==> src/rtl/sdram_burst_rd.sv <==
module sdram_burst_rd #(
  parameter int DATA_W = 32,
  parameter int TRP_W  = 3
) (
  input  logic              clk,
  input  logic              rst,
  input  logic [2:0]        map_code,
  input  logic [TRP_W-1:0]  trp,
  input  logic              req_valid,
  input  logic [23:0]       req_addr,
  output logic              req_ready,
  output logic              cfg_err,
  output logic              sdram_cs_n,
  output logic              sdram_ras_n,
  output logic              sdram_cas_n,
  output logic              sdram_we_n,
  output logic [13:1]       sdram_a,
  input  logic [DATA_W-1:0] sdram_dq,
  output logic              rd_valid,
  output logic [DATA_W-1:0] rd_data,
  output logic [1:0]        rd_beat,
  output logic              rd_done
);

  typedef enum logic [1:0] {S_IDLE, S_ACT, S_RD, S_DATA} state_t;

  state_t             st;
  logic [23:0]        addr_q;
  logic [1:0]         code_q;
  logic               bank_q;
  logic [1:0]         beat_q;
  logic [TRP_W-1:0]   tap_cnt [2];
  logic [DATA_W-1:0]  dq_fall;

  function automatic logic bank_of(input logic [23:0] a, input logic [1:0] c);
    case (c)
      2'd0:    return a[21];
      2'd1:    return a[22];
      2'd2:    return a[23];
      default: return a[19];
    endcase
  endfunction

  logic req_bank;
  logic accept;
  assign req_bank  = bank_of(req_addr, map_code[1:0]);
  assign cfg_err   = map_code[2];
  assign req_ready = (st == S_IDLE) && !cfg_err && (tap_cnt[req_bank] == '0);
  assign accept    = req_valid && req_ready;

  logic [1:0]  row_shift;
  logic [23:0] row_src;
  logic [13:1] row_pins;
  logic [13:1] col_pins;
  assign row_shift = (code_q == 2'd3) ? 2'd0 : code_q;
  assign row_src   = addr_q >> row_shift;
  assign row_pins  = row_src[21:9];
  assign col_pins  = (code_q == 2'd3) ? {addr_q[13:12], bank_q, 1'b1, addr_q[9:1]}
                                      : {bank_q, 1'b1, addr_q[11:1]};

  assign {sdram_cs_n, sdram_ras_n, sdram_cas_n, sdram_we_n} =
      (st == S_ACT) ? 4'b0011 : (st == S_RD) ? 4'b0101 : 4'b1111;
  assign sdram_a = (st == S_ACT) ? row_pins : (st == S_RD) ? col_pins : '0;

  logic unused_bits;
  assign unused_bits = &{1'b0, addr_q[0], row_src[23:22], row_src[8:0]};

  always_ff @(negedge clk) dq_fall <= sdram_dq;

  always_ff @(posedge clk) begin
    if (rst) begin
      st       <= S_IDLE;
      addr_q   <= '0;
      code_q   <= '0;
      bank_q   <= 1'b0;
      beat_q   <= '0;
      rd_valid <= 1'b0;
      rd_done  <= 1'b0;
      rd_beat  <= '0;
      rd_data  <= '0;
      for (int b = 0; b < 2; b++) tap_cnt[b] <= '0;
    end else begin
      for (int b = 0; b < 2; b++)
        if (tap_cnt[b] != '0) tap_cnt[b] <= tap_cnt[b] - TRP_W'(1);

      rd_valid <= (st == S_DATA);
      rd_done  <= (st == S_DATA) && (beat_q == 2'd3);
      if (st == S_DATA) begin
        rd_data <= dq_fall;
        rd_beat <= beat_q;
      end

      case (st)
        S_IDLE: if (accept) begin
          addr_q <= req_addr;
          code_q <= map_code[1:0];
          bank_q <= req_bank;
          st     <= S_ACT;
        end
        S_ACT: st <= S_RD;
        S_RD: begin
          beat_q <= '0;
          st     <= S_DATA;
        end
        default: begin
          beat_q <= beat_q + 2'd1;
          if (beat_q == 2'd3) begin
            st               <= S_IDLE;
            tap_cnt[bank_q]  <= trp;
          end
        end
      endcase
    end
  end

endmodule

==> config.mk <==
export PLATFORM = sky130hd
export DESIGN_NAME = sdram_burst_rd
export DESIGN_NICKNAME = d
export VERILOG_FILES = /design/src/rtl/sdram_burst_rd.sv
export SDC_FILE = /design/constraint.sdc
export NUM_CORES = 1
export LEC_CHECK = 0
export ABC_AREA = 1
export BUFFER_PORTS_ARGS = -buffer_cell sky130_fd_sc_hd__buf_2
export CORE_MARGIN = 2
export CORE_UTILIZATION = 25
export DETAILED_ROUTE_END_ITERATION = 10
export PLACE_DENSITY_LB_ADDON = 0.2
export SLEW_MARGIN = 20
export SYNTH_ARGS = -nofsm -noshare
export SYNTH_HDL_FRONTEND = slang
export SYNTH_SLANG_ARGS = --single-unit
==> constraint.sdc <==
create_clock -name clk -period 4.86 [get_ports clk]
set_input_delay 1.215 -clock clk [delete_from_list [all_inputs] [get_ports clk]]
set_output_delay 1.215 -clock clk [all_outputs]
set_load 0.05 [all_outputs]
==> results of run 1 <==
how the worst min path moves through the flow:
stage | from | end | slack, ns | cells after the start
CTS | addr_q[2] | addr_q[2] | 0.46 | 2
finish | addr_q[1] | addr_q[1] | 0.46 | 2
detailed placement | addr_q[2] | addr_q[2] | 0.45 | 2
floorplan | addr_q[1] | addr_q[1] | 0.43 | 2
global route | addr_q[1] | addr_q[1] | 0.49 | 2
global placement | addr_q[2] | addr_q[2] | 0.44 | 2
routing by layer:
| layer | part of all wire [%] | up-vias | wire length (um) | global-route usage, % |
|---|---|---|---|---|
| li1 | - | 1789 | - | - |
| met1 | 45 | 1602 | 4590 | 14.6 |
| met2 | 47 | 90 | 4800 | 21.7 |
| met3 | 6.9 | 8 | 704 | 4.70 |
| met4 | 0.87 | 0 | 89 | 3.26 |
| met5 | 0 | - | 0 | 0 |
flip-flops by register name, summed over array words and instances, names as in the netlist:
register and cells:
addr_q 23, bank_q 1, beat_q 2, code_q 2, dq_fall 32, rd_beat 2
rd_data 32, rd_done 1, rd_valid 1, st 2, tap_cnt 6
stage by stage:
stage	setup slack (ns)	power (mW)	utilization (%)	std cells
6_report	1.01	2.67	33.0	787
5_1_grt	0.694	2.88	33.0	787
4_1_cts	0.914	2.71	33.0	787
3_5_place_dp	1.00	1.90	30.2	740
3_3_place_gp	1.00	1.88	30.2	740
2_1_floorplan	1.11	1.70	-	457
cell type report:
type	instances	area [um2]	area share [%]
Sequential cell	104	2140	42.7
Multi-Input combinational cell	280	1430	28.6
Timing Repair Buffer	119	601	12.0
Tap cell	188	235	4.69
Clock buffer	9	225	4.49
Clock inverter	39	198	3.94
Inverter	48	180	3.59
synth_stat cells, drive strengths merged:
cell     n
nand3   13
clkbuf  15
o22ai    9
o21bai   1
nand2   15
clkinv   1
o221ai   2
a31oi    1
inv     48
a21oi   42
o21a     1
ha      11
edfxtp   6
a211oi   1
nand3b   4
dfxtp   98
o21ai   98
and3     1
nor2    78
conb     1
nor3     1
buf      9
nand4    1
cell usage in the layout, fill, tap and decap left out, types with 2 or more instances in the layout:
cell	instances
dfxtp_1	98
nand3b_1	4
ha_1	11
o22ai_1	9
nand2_1	14
a21oi_1	42
clkinv_1	2
inv_2	2
buf_4	2
inv_6	3
buf_2	117
nand3_1	12
nor2_1	78
o221ai_1	2
edfxtp_1	6
inv_1	77
o21ai_0	93
clkbuf_16	9
o21ai_1	5
worst min-delay path, cell delays in order, from the launching register on:
cell,delay [ns]
dfxtp_1,0.30
inv_1,0.06
a21oi_1,0.05
power groups by stage:
stage          Clock, mW  Sequential, mW  Combinational, mW
5_1_grt            0.946            1.08              0.859
2_1_floorplan     0.0415            1.20              0.453
3_5_place_dp      0.0415            1.08              0.776
4_1_cts            0.870            1.06              0.780
6_report           0.842            1.06              0.772
3_3_place_gp      0.0415            1.07              0.767
cell families after synthesis:
group	after synthesis	share of synthesized area [%]
flip-flops	104	55.3
AO/OA/AOI/OAI	155	20.7
buffers and inverters	73	7.72
adder cells (fa/ha/maj)	11	3.55
AND/OR/NAND/NOR	113	12.6
other	1	0.0968
==> impl_metrics.csv, run 1 <==
group,metric,value,unit
floorplanning,floorplan.die.width,129,um
timing,fin_skew,0.0586,ns
synth,synth_warnings,0,
synth,mappedNetlistNets,533,
timing,finalSetupTns,0,ns
setup_path,cp_slowest_cell,"dfxtp_1",
timing,timing.fmax,260,MHz
setup_path,worst_path_largest_cell_delay,0.43,ns
timing,maxSlewHeadroom,48.6,%
floorplanning,fp.dieArea,0.0165,mm2
grt,grt_pass1_wl,16200,um
clock_network,root_buffer,"clkbuf_16",
grt,globalRouteTotalUtil,12.5,%
synth,synthTopCellsByArea,"dfxtp_1, o21ai_0, nor2_1, a21oi_1, edfxtp_1",
setup_path,timing.rr.start,"dq_fall[20]",
setup_path,cp_cell_sequence,"inv_1, ha_1, nor2_1, clkinv_1, o21ai_0, buf_2",
final_layout,final_layout_size_suffix_gt1_share,23.4,%
timing,timing_hold_violations_final,0,
final_layout,syn2layout_area_growth,29.4,%
route,drt.antenna.violating_nets,0,
synth,postSynthAreaPerCell,8.48,um2
grt,grt_start_max_net_pins,53,
floorplanning,initial_utilization,25.5,%
clock_network,cts_sinks,104,
power,power_switching,1.02,mW
synth,synth_largest_area_cell,"dfxtp_1",
run,max_cap_violations,0,
setup_path,timing.critical_path.buf_inv,3,
timing,rsz0062_at_grt,"false",
synth,syn_inst,457,
timing,final_max_slew_viol_count,0,
route,initialDrtViolationCount,99,
floorplanning,core_area,0.0152,mm2
setup_path,cp-startpoint,"st[1]",
final_layout,final_nets,670,
clock_network,clk_transition_reported_paths,0.07,ns
setup_path,worst_ep_arrival_time,2.63,ns
power,pint,1.65,mW
route,drt_pre_antenna_iters,4,
floorplanning,std_cell_rows,45,
route,route.detailed.wl_per_inst,12.9,um
clock_network,clock_latency,0.40,ns
floorplanning,num_io_pins,120,
setup_path,cp_max_fo,17,
grt,grt_overflow,0,
setup_path,crit_required,3.64,ns
clock_network,cts.repair_timing.setup_buffer_count,0,
clock_network,post_cts.resized_instances,0,
setup_path,worst-setup-path-type,"register to primary output",
route,drcViolationCount,0,
route,route.detailed.vias_per_inst,4.43,
status,outcome,"finished clean",
synth,synth.ff_latch_count,104,
setup_path,cp-endpoint,"sdram_a[1]",
setup_path,regToRegSetupSlack,1.82,ns
clock_network,cts_made_buffers,9,
power,cellLeakagePower,2.41,nW
place,place.port_buffers,117,
power,clockPowerShare,31.5,%
grt,via_count_of_the_first_global_routing_pass,3390,
synth,synth_sequential_area_ratio,55.3,%
clock_network,htree_num_levels,3,
route,route.vias.total,3489,
clock_network,ctsLongestPathBuffers,2,
place,detailedPlacementHpwl,7040,um
grt,grt_antenna_before_repair,0,
setup_path,worstSetupPathDepth,6,
route,drt_wl_total,10200,um
power,power_density,533,mW/mm2
timing,layout_worst_path_cycle_share,79.2,%
final_layout,ant_cells,0,
synth,post_synth_num_cell_types,30,
synth,post_synth_instance_area,0.00387,mm2
floorplanning,die_h,129,um
clock_network,tritoncts_clock_tree,"yes",
power,vdd_ir_drop_max,0.178,mV
setup_path,crit_family,"buffers and inverters",
setup_path,timing.rr.end,"rd_data[20]",
final_layout,filler_cell_count,1654,
setup_path,worst_setup_path_end_kind,"primary output",
timing,fin_worst_hold_slack,0.456,ns
place,placed_cell_area,0.00460,mm2
power,netSwitchingFraction,38.2,%
synth,synth_top_area_share,50.6,%
setup_path,critical_path_launch_point_type,"register",
final_layout,final_design_area_no_fill,0.00501,mm2
timing,setup_violations,0,
clock_network,postCtsHoldBufs,0,
min_path,hold_path.class,"register to register",
power,p_comb_share,28.9,%
timing,final_period_minus_worst_setup_slack,3.85,ns
timing,tightest_slew,0.766,ns
place,gp_congestion,0.742,
power,p_seq_share,39.6,%
setup_path,worstRegToRegCells,2,
(Power assumes the default switching activity.)
==> inputs of run 2 (changes only) <==
- ABC_AREA: 1 -> 0
- clock period: 4.86 -> 3.3 ns (I/O delays scaled with it)
==> impl_metrics.csv, run 2 <==
group,metric,value,unit
route,route.detailed.vias_per_inst,4.54,
setup_path,critical_path_launch_point_type,"input port",
route,route.vias.total,3683,
synth,syn_inst,454,
clock_network,root_buffer,"clkbuf_16",
status,outcome,"finished clean",
power,post-layout-total-power,3.47,mW
place,gp_congestion,0.749,
timing,final_period_minus_worst_setup_slack,3.08,ns
grt,via_count_of_the_first_global_routing_pass,3580,
synth,postSynthAreaPerCell,9.49,um2
min_path,hold_path.class,"register to register",
place,placed_cell_area,0.00506,mm2
synth,leading_post_synthesis_cells_by_instance_count,"dfxtp_1, nor2_1, mux2i_1, o31ai_1, a21oi_1",
final_layout,ant_cells,0,
final_layout,final_design_area_no_fill,0.00550,mm2
setup_path,crit_required,2.47,ns
synth,predominant_post_synthesis_flop_cell,"dfxtp_1",
clock_network,clock_latency,0.41,ns
synth,synth_top_area_share,45.5,%
timing,maxSlewHeadroom,44.1,%
clock_network,cts_made_buffers,9,
grt,top_usage_layer,"met2",
floorplanning,std_cell_rows,48,
synth,mappedNetlistNets,530,
synth,synthTopCellsByArea,"dfxtp_1, mux2i_1, o31ai_1, nor2_1, edfxtp_1",
floorplanning,num_io_pins,120,
synth,synth_compound_area_share,13.4,%
final_layout,filler_cell_count,1818,
floorplanning,die_h,135,um
route,drt.antenna.violating_nets,0,
grt,grt_util_met1,15.6,%
timing,timing.fmax,324,MHz
final_layout,final_layout_size_suffix_gt1_share,25.6,%
timing,finalSetupTns,0,ns
final_layout,final_nets,657,
route,initialDrtViolationCount,186,
grt,grt_start_max_net_pins,69,
place,place.port_buffers,117,
synth,synth-edff-count,6,
route,route.detailed.wl_per_inst,13.9,um
grt,grt_antenna_before_repair,0,
clock_network,ctsLongestPathBuffers,2,
floorplanning,core_area,0.0171,mm2
synth,yosys.area_share.xor_xnor,0,%
grt,grt.met2_usage,20.8,%
route,drt_pre_antenna_iters,4,
place,detailedPlacementHpwl,7830,um
floorplanning,fp.dieArea,0.0183,mm2
setup_path,worst-setup-path-type,"input port to primary output",
route,drt_wl_total,11200,um
timing,final_max_slew_viol_count,0,
synth,synth_simple_gate_area_share,17.8,%
clock_network,tritoncts_clock_tree,"yes",
final_layout,mostFrequentLayoutCells,"buf_2, dfxtp_1, nor2_1",
grt,grt_pass1_wl,18200,um
synth,synth_sequential_area_ratio,49.7,%
timing,fin_worst_hold_slack,0.475,ns
timing,layout_worst_path_cycle_share,93.4,%
synth,synthMostInstantiatedCell,"dfxtp_1",
final_layout,biggestRegsByFlops,"dq_fall: 32 flops, rd_data: 32 flops, addr_q: 23 flops",
grt,globalRouteMet3Util,4.41,%
run,max_cap_violations,0,
timing,setup_violations,0,
setup_path,worst_ep_arrival_time,2.26,ns
floorplanning,initial_utilization,25.3,%
synth,postSynth.asyncResetShare,0,%
setup_path,cp_max_fo,3,
clock_network,htree_num_levels,3,
clock_network,cts.repair_timing.setup_buffer_count,0,
synth,yosys-mux-area-fraction,10.5,%
timing,fin_skew,0.0613,ns
route,drcViolationCount,0,
clock_network,clk_transition_reported_paths,0.08,ns
synth,synth_largest_area_cell,"dfxtp_1",
final_layout,syn2layout_area_growth,27.7,%
synth,post_synth_instance_area,0.00431,mm2
power,power_density,630,mW/mm2
final_layout,layout_commonest_cell,"buf_2",
synth,post_synth_num_cell_types,39,
synth,synth_top_family_by_area,"simple AND/OR/NAND/NOR gates",
synth,synth_fa_ha_area_share,3.19,%
grt,grt_overflow,0,
timing,rsz0062_at_grt,"false",
clock_network,post_cts.resized_instances,0,
synth,synth.ff_latch_count,104,
setup_path,worst_setup_path_end_kind,"primary output",
clock_network,cts_sinks,104,
clock_network,postCtsHoldBufs,0,
floorplanning,floorplan.die.width,135,um
timing,timing_hold_violations_final,0,
grt,globalRouteTotalUtil,12.6,%
power,cellLeakagePower,2.34,nW
power,vdd_ir_drop_max,0.225,mV
synth,synth_warnings,0,
timing,tightest_slew,0.837,ns
-- run 2: changes by cell type in the layout (fill, tap and decap cells not counted), sizes merged, moves of 16 or more --
cell   change
nor2b     +16
nor2      -26
mux2i     +39
nand4     +25
o21ai     -73
o31ai     +32
inv       -36
-- run 2: critical path, stage by stage --
cell and delay [ns]:
buf_2 0.10, mux4_2 0.57, mux2i_4 0.22, nor2_1 0.23, buf_2 0.31
-- run 2: metrics by stage --
stage | util, % | std cells | setup slack (ns)
after floorplan | - | 454 | 0.0133
after global placement | 29.7 | 764 | 0.126
after detailed placement | 29.7 | 764 | 0.141
after CTS | 32.3 | 811 | 0.136
after global routing | 32.3 | 811 | 0.00352
final | 32.3 | 811 | 0.217
-- run 2: cells by family after synthesis --
kind of cell / after synthesis
other: 1
muxes: 42
AOI/OAI and AO/OA: 93
adders and majority gates: 11
and+or+nand+nor: 149
DFF: 104
buffers and inverters: 54
-- run 2: power breakdown --
| part | leakage [nW] | internal [mW] | switching (mW) | total (mW) |
|---|---|---|---|---|
| combinational | 1.15 | 0.243 | 0.500 | 0.743 |
| clock | 0.326 | 0.611 | 0.656 | 1.27 |
| sequential | 0.869 | 1.38 | 0.0739 | 1.46 |
-- run 2: cell type report --
| cell class | instances | area [um2] | area share [%] |
|---|---|---|---|
| flip-flops and latches | 104 | 2140 | 38.9 |
| clock buffers | 9 | 225 | 4.09 |
| multi-input cells | 296 | 1940 | 35.3 |
| repair buffers | 125 | 646 | 11.7 |
| clock inverters | 39 | 219 | 3.98 |
| well taps | 225 | 282 | 5.11 |
| inverters | 13 | 48.8 | 0.887 |
-- run 2: metal layers --
layer	wire (um)	vias up
met1	5080	1735
met3	782	7
met5	0	-
met4	95	0
li1	-	1853
met2	5280	88
-- run 2: final timing paths --
path	from	end	slack, ns	depth (start not counted)
hold reg to reg	addr_q[8]	addr_q[8]	0.48	2
setup reg to reg	dq_fall[0]	rd_data[0]	0.98	2
setup / recovery	map_code[0]	req_ready	0.22	5
hold / removal	addr_q[8]	addr_q[8]	0.48	2
==> inputs of run 3 (changes only) <==
- PLACE_DENSITY: default -> 0.48
- PLACE_DENSITY_LB_ADDON: 0.2 -> default
==> impl_metrics.csv, run 3 (synthesis results as in run 2) <==
group,metric,value,unit
timing,rsz0062_at_grt,"false",
grt,grt_antenna_before_repair,0,
timing,layout_worst_path_cycle_share,93.4,%
final_layout,utilization,32.3,%
floorplanning,die_h,135,um
power,vdd_ir_drop_max,0.249,mV
floorplanning,floorplan.die.width,135,um
power,power_density,625,mW/mm2
grt,grt_start_max_net_pins,68,
route,route.vias.total,3688,
clock_network,clock_latency,0.41,ns
run,max_cap_violations,0,
final_layout,syn2layout_area_growth,27.7,%
clock_network,root_buffer,"clkbuf_16",
grt,grt_overflow,0,
setup_path,cp_max_fo,3,
power,cellLeakagePower,2.34,nW
floorplanning,initial_utilization,25.3,%
final_layout,final_nets,658,
timing,maxSlewHeadroom,47.7,%
clock_network,tritoncts_clock_tree,"yes",
status,outcome,"finished clean",
timing,final_max_slew_viol_count,0,
route,drt_pre_antenna_iters,4,
route,drt.antenna.violating_nets,0,
final_layout,ant_cells,0,
setup_path,crit_required,2.47,ns
route,drt_wl_total,11200,um
timing,timing_hold_violations_final,0,
grt,globalRouteTotalUtil,12.6,%
timing,setup_violations,0,
route,route.detailed.wl_per_inst,13.8,um
setup_path,cp-startpoint,"map_code[0]",
floorplanning,num_io_pins,120,
place,gp_congestion,0.765,
route,drcViolationCount,0,
final_layout,layout_commonest_cell,"buf_2",
final_layout,final_layout_size_suffix_gt1_share,26.1,%
setup_path,worst_setup_path_end_kind,"primary output",
timing,final_period_minus_worst_setup_slack,3.08,ns
timing,timing.fmax,324,MHz
clock_network,ctsLongestPathBuffers,2,
setup_path,worst-setup-path-type,"input port to primary output",
setup_path,regToRegSetupSlack,0.98,ns
timing,finalSetupTns,0,ns
final_layout,mostFrequentLayoutCells,"buf_2, dfxtp_1, nor2_1",
grt,grt_pass1_wl,18200,um
place,placed_cells,765,
final_layout,biggestRegsByFlops,"dq_fall: 32 flops, rd_data: 32 flops, addr_q: 23 flops",
route,initialDrtViolationCount,185,
clock_network,cts_made_buffers,9,
clock_network,htree_num_levels,3,
grt,via_count_of_the_first_global_routing_pass,3693,
timing,fin_skew,0.0555,ns
floorplanning,fp.dieArea,0.0183,mm2
setup_path,timing.rr.start,"dq_fall[10]",
clock_network,cts.repair_timing.setup_buffer_count,0,
setup_path,worstRegToRegCells,2,
place,place.port_buffers,117,
floorplanning,core_area,0.0171,mm2
clock_network,clk_transition_reported_paths,0.08,ns
place,detailedPlacementHpwl,7740,um
final_layout,filler_cell_count,1848,
route,route.detailed.vias_per_inst,4.54,
final_layout,stdcell_count,812,
setup_path,cp-endpoint,"req_ready",
min_path,hold_path.class,"register to register",
floorplanning,std_cell_rows,48,
clock_network,cts_sinks,104,
setup_path,critical_path_launch_point_type,"input port",
timing,tightest_slew,0.784,ns
setup_path,timing.rr.end,"rd_data[10]",
power,post-layout-total-power,3.44,mW
setup_path,worst_ep_arrival_time,2.26,ns
run 3: repair_timing:
item | 4_1_cts | 5_1_grt
hold buffers | 0 | 0
endpoints found under the setup margin | 0 | 6
hold endpoints to repair | 0 | 0
resized for setup | 0 | 2
run 3: per-layer routing:
layer | global-route usage, % | vias to the layer above | wire length (um)
met5 | 0 | - | 0
met4 | 4.17 | 0 | 174
met3 | 4.71 | 16 | 887
met2 | 21.1 | 105 | 5190
met1 | 14.9 | 1711 | 4940
li1 | - | 1856 | -
run 3: worst max-delay path, stage by stage:
cell and delay, ns:
buf_2 0.10, mux4_2 0.57, mux2i_4 0.22, nor2_1 0.15, buf_4 0.13, buf_2 0.25
run 3: power by group:
group | internal (mW) | switching (mW) | total (mW)
combinational | 0.247 | 0.492 | 0.738
clock | 0.598 | 0.649 | 1.25
sequential | 1.38 | 0.0748 | 1.46
run 3: how the worst min path moves through the flow:
stage / start / end / slack [ns] / depth (start not counted)
2_1_floorplan: addr_q[23] / addr_q[23] / 0.45 / 2
3_3_place_gp: addr_q[6] / addr_q[6] / 0.46 / 2
3_5_place_dp: addr_q[6] / addr_q[6] / 0.47 / 2
4_1_cts: addr_q[1] / addr_q[1] / 0.48 / 2
5_1_grt: addr_q[7] / addr_q[7] / 0.49 / 2
6_report: addr_q[23] / addr_q[23] / 0.48 / 2
run 3: cell type report:
type / count / area [um2] / area share (%)
repair buffers: 126 / 653 / 11.9
clock inverters: 39 / 208 / 3.77
clock buffers: 9 / 225 / 4.09
flip-flops and latches: 104 / 2140 / 38.9
inverters: 13 / 48.8 / 0.887
well taps: 225 / 282 / 5.11
multi-input cells: 296 / 1940 / 35.3
run 3: through the flow:
stage | area [um2] | hold WS, ns | setup WS, ns
2_1_floorplan | 4310 | 0.448 | 0.0133
3_3_place_gp | 5070 | 0.456 | 0.229
3_5_place_dp | 5070 | 0.467 | 0.192
4_1_cts | 5500 | 0.481 | 0.141
5_1_grt | 5500 | 0.489 | 0.0858
6_report | 5500 | 0.477 | 0.217
